`config.mk`:
```
export PLATFORM = sky130hd
export DESIGN_NAME = bmem_addr_gen
export DESIGN_NICKNAME = d
export VERILOG_FILES = /design/src/rtl/bmem_addr_gen.sv
export SDC_FILE = /design/constraint.sdc
export NUM_CORES = 1
export LEC_CHECK = 0
export BUFFER_PORTS_ARGS = -buffer_cell sky130_fd_sc_hd__clkbuf_2
export CAP_MARGIN = 20
export CORE_AREA = 2 2 39 41
export CTS_CLUSTER_SIZE = 16
export DETAILED_ROUTE_END_ITERATION = 16
export DIE_AREA = 0 0 41 43
export PLACE_DENSITY = 0.44
export SLEW_MARGIN = 30
export SYNTH_ARGS = -nofsm -noshare
export SYNTH_HDL_FRONTEND = slang
export SYNTH_SLANG_ARGS = --single-unit
export TNS_END_PERCENT = 100
```
`constraint.sdc`:
```
create_clock -name clk -period 2.4 [get_ports clk]
set_input_delay 0.48 -clock clk [delete_from_list [all_inputs] [get_ports clk]]
set_output_delay 0.48 -clock clk [all_outputs]
set_load 0.01 [all_outputs]
```
`src/rtl/bmem_addr_gen.sv`:
```
// Word address of the current beat; the offset wraps within the aligned block.
module bmem_addr_gen #(
  parameter int AW        = 6,
  parameter int BLK_WORDS = 4
) (
  input  logic          clk,
  input  logic          rst_n,
  input  logic          load,
  input  logic [AW-1:0] load_addr,
  input  logic          advance,
  output logic [AW-1:0] cur_addr
);
  localparam int OFF_W = $clog2(BLK_WORDS);

  logic [AW-OFF_W-1:0] base_q;
  logic [OFF_W-1:0]    off_q;

  always_ff @(posedge clk) begin
    if (!rst_n) begin
      base_q <= '0;
      off_q  <= '0;
    end else if (load) begin
      base_q <= load_addr[AW-1:OFF_W];
      off_q  <= load_addr[OFF_W-1:0];
    end else if (advance) begin
      off_q  <= off_q + 1'b1;
    end
  end

  assign cur_addr = {base_q, off_q};

  AST_OFFSET_STEP: assert property (@(posedge clk) disable iff (!rst_n)
    (advance && !load) |=> (off_q == OFF_W'($past(off_q) + 1'b1)));

  AST_BASE_HELD: assert property (@(posedge clk) disable iff (!rst_n)
    (advance && !load) |=> $stable(base_q));

endmodule

```
==> metrics.cfg <==
[setup_path]
reg2reg_from=off_q[0]$_SDFFE_PN0P_
cp-start-kind=register
crit_fanout=4
crit_type=register to output pin
cp_cell_sequence=clkbuf_2
crit_slowest_cell=dfxtp_1
cp.required_ns=1.92
cpPeakStageDelay_ns=0.38
crit_path_start=off_q[0]$_SDFFE_PN0P_
cp.arrival_ns=0.79
endpoint_kind=output pin
path_buf_inv=1
cp_top_family=flip-flops

[clock_network]
clk_pin_slew_worst_paths_ns=0.05
cts.path.max_buffers=2
clk_latency_ns=0.24
postCtsHoldBufs=0
ctsHtreeMaxLevel=1
cts_tree=built
cts_setup_buffers=0
cts_resized=0
numCtsBuffers=3
clockRootBuffer=clkbuf_4
cts_sinks=6

[yosys]
synthCells=22
yosys.cell_types.count=11
syn_area_per_cell_um2=11.5
synth_seq_cells=6
netlist_area_um2=254
ys_warn_count=0
seq_area_frac_synth_pct=47.3
synth_fp_nets=32

[timing]
rsz0062_at_grt=false
fmax_ghz=0.789
finalSetupTns_ns=0
worst_pin_slew_ns=0.215
setup_violations=0
min_period_ns=1.27
finalWorstSetupSlack_ns=1.13
slew_headroom_pct=85.7
period_share_pct=52.8
drv_slew=0
clock_skew_ns=0.000145
hold_viol_final=0

[run_status]
status=complete, no violations

[global_routing]
first_global_vias=235
antenna_found_initial=0
track_usage_pct=8.66
grt_pass1_wl_um=924
grt_max_degree=10
overflow=0

[routing]
post_drt_wl_per_cell_um=10.2
drtAntennaViolNets=0
dr.pass1.iters=2
vias_per_cell=4.07
drt-total-wl_um=561
via_count=224
drt_iter0_drc=3
drc_errors=0

[power_and_ir_drop]
p_leak_nw=0.190
total_power_mw=0.238
ir_drop_uv=335
powerDensity_mw_per_mm2=661

[cells_and_area]
final_common_cell=clkbuf_2
final_nets=51
area_delta_synth_final_pct=41.9
layout-drive-gt1-share_pct=46.2
fillCellCount=153
layout.cells.non_filler=55
diodes=0
layout_common_cells=15 x clkbuf_2, 6 x dfxtp_1, 4 x mux2i_1, 4 x nor2b_1, 3 x clkbuf_4

[place]
placed_cells=52
pre_cts_ws_ns=1.24
portBuffers=15
routabilityCongestion=0.609

[die]
start_util_pct=18.4
placeableCoreArea_mm2=0.00138
dieArea_mm2=0.00176
row_count=14
die_x_um=41
die_h_um=43
ioPinCount=16

[worst_hold_path]
min-delay-start=load_addr[1]
hold_path_class=input port to register

[job]
maxCapViolCount=0

Yosys cell counts:
| cell | instances | area [um2] |
|---|---|---|
| inv_1 | 1 | 3.75 |
| nand4b_1 | 1 | 8.76 |
| a211o_1 | 1 | 8.76 |
| buf_6 | 1 | 11.3 |
| nor2b_1 | 4 | 25.0 |
| mux2i_1 | 4 | 40.0 |
| o2111a_1 | 1 | 11.3 |
| xor2_1 | 1 | 8.76 |
| nand2b_1 | 1 | 6.26 |
| o211a_1 | 1 | 10.0 |
| dfxtp_1 | 6 | 120 |
power breakdown:
| part | internal [mW] | switching (mW) |
|---|---|---|
| logic | 0.0189 | 0.0159 |
| registers | 0.107 | 0.00459 |
| clock network | 0.0565 | 0.0355 |
metal layers:
metal	track usage [%]	share of wire [%]
met5	0	0
met4	4.00	0
met3	9.42	14
met2	11.6	45
met1	8.12	41
cell families after synthesis:
family | after synthesis | synth area share (%)
AND/OR/NAND/NOR | 6 | 15.8
multiplexers | 4 | 15.8
flip-flops | 6 | 47.3
XOR/XNOR | 1 | 3.45
AO/OA/AOI/OAI | 3 | 11.8
buffers and inverters | 2 | 5.91
cell type report:
class	instances	area, um2	area share, %
well taps	16	20.0	5.56
multi-input cells	14	119	33.0
repair buffers	15	75.1	20.8
inverters	1	3.75	1.04
flip-flops and latches	6	120	33.3
clock buffers	3	22.5	6.25
worst paths after layout:
kind                             to  slack (ns)  cells past startpoint
max reg2reg   off_q[1]$_SDFFE_PN0P_        1.57                      2
min           off_q[1]$_SDFFE_PN0P_        0.49                      2
max                     cur_addr[0]        1.13                      1
min reg2reg  base_q[0]$_SDFFE_PN0P_        0.51                      2
sequential cells by signal (all words and copies together), names as in the netlist:
| signal | count |
|---|---|
| base_q | 4 |
| off_q | 2 |
stage by stage:
| step | cell area [um2] | hold WS, ns | util, % |
|---|---|---|---|
| after floorplan | 254 | 0.538 | - |
| after global placement | 338 | 0.501 | 24.4 |
| after detailed placement | 338 | 0.508 | 24.4 |
| after CTS | 360 | 0.481 | 26.0 |
| after global routing | 360 | 0.482 | 26.0 |
| final | 360 | 0.491 | 26.0 |
Note: power is estimated with default switching activity, not from simulation.
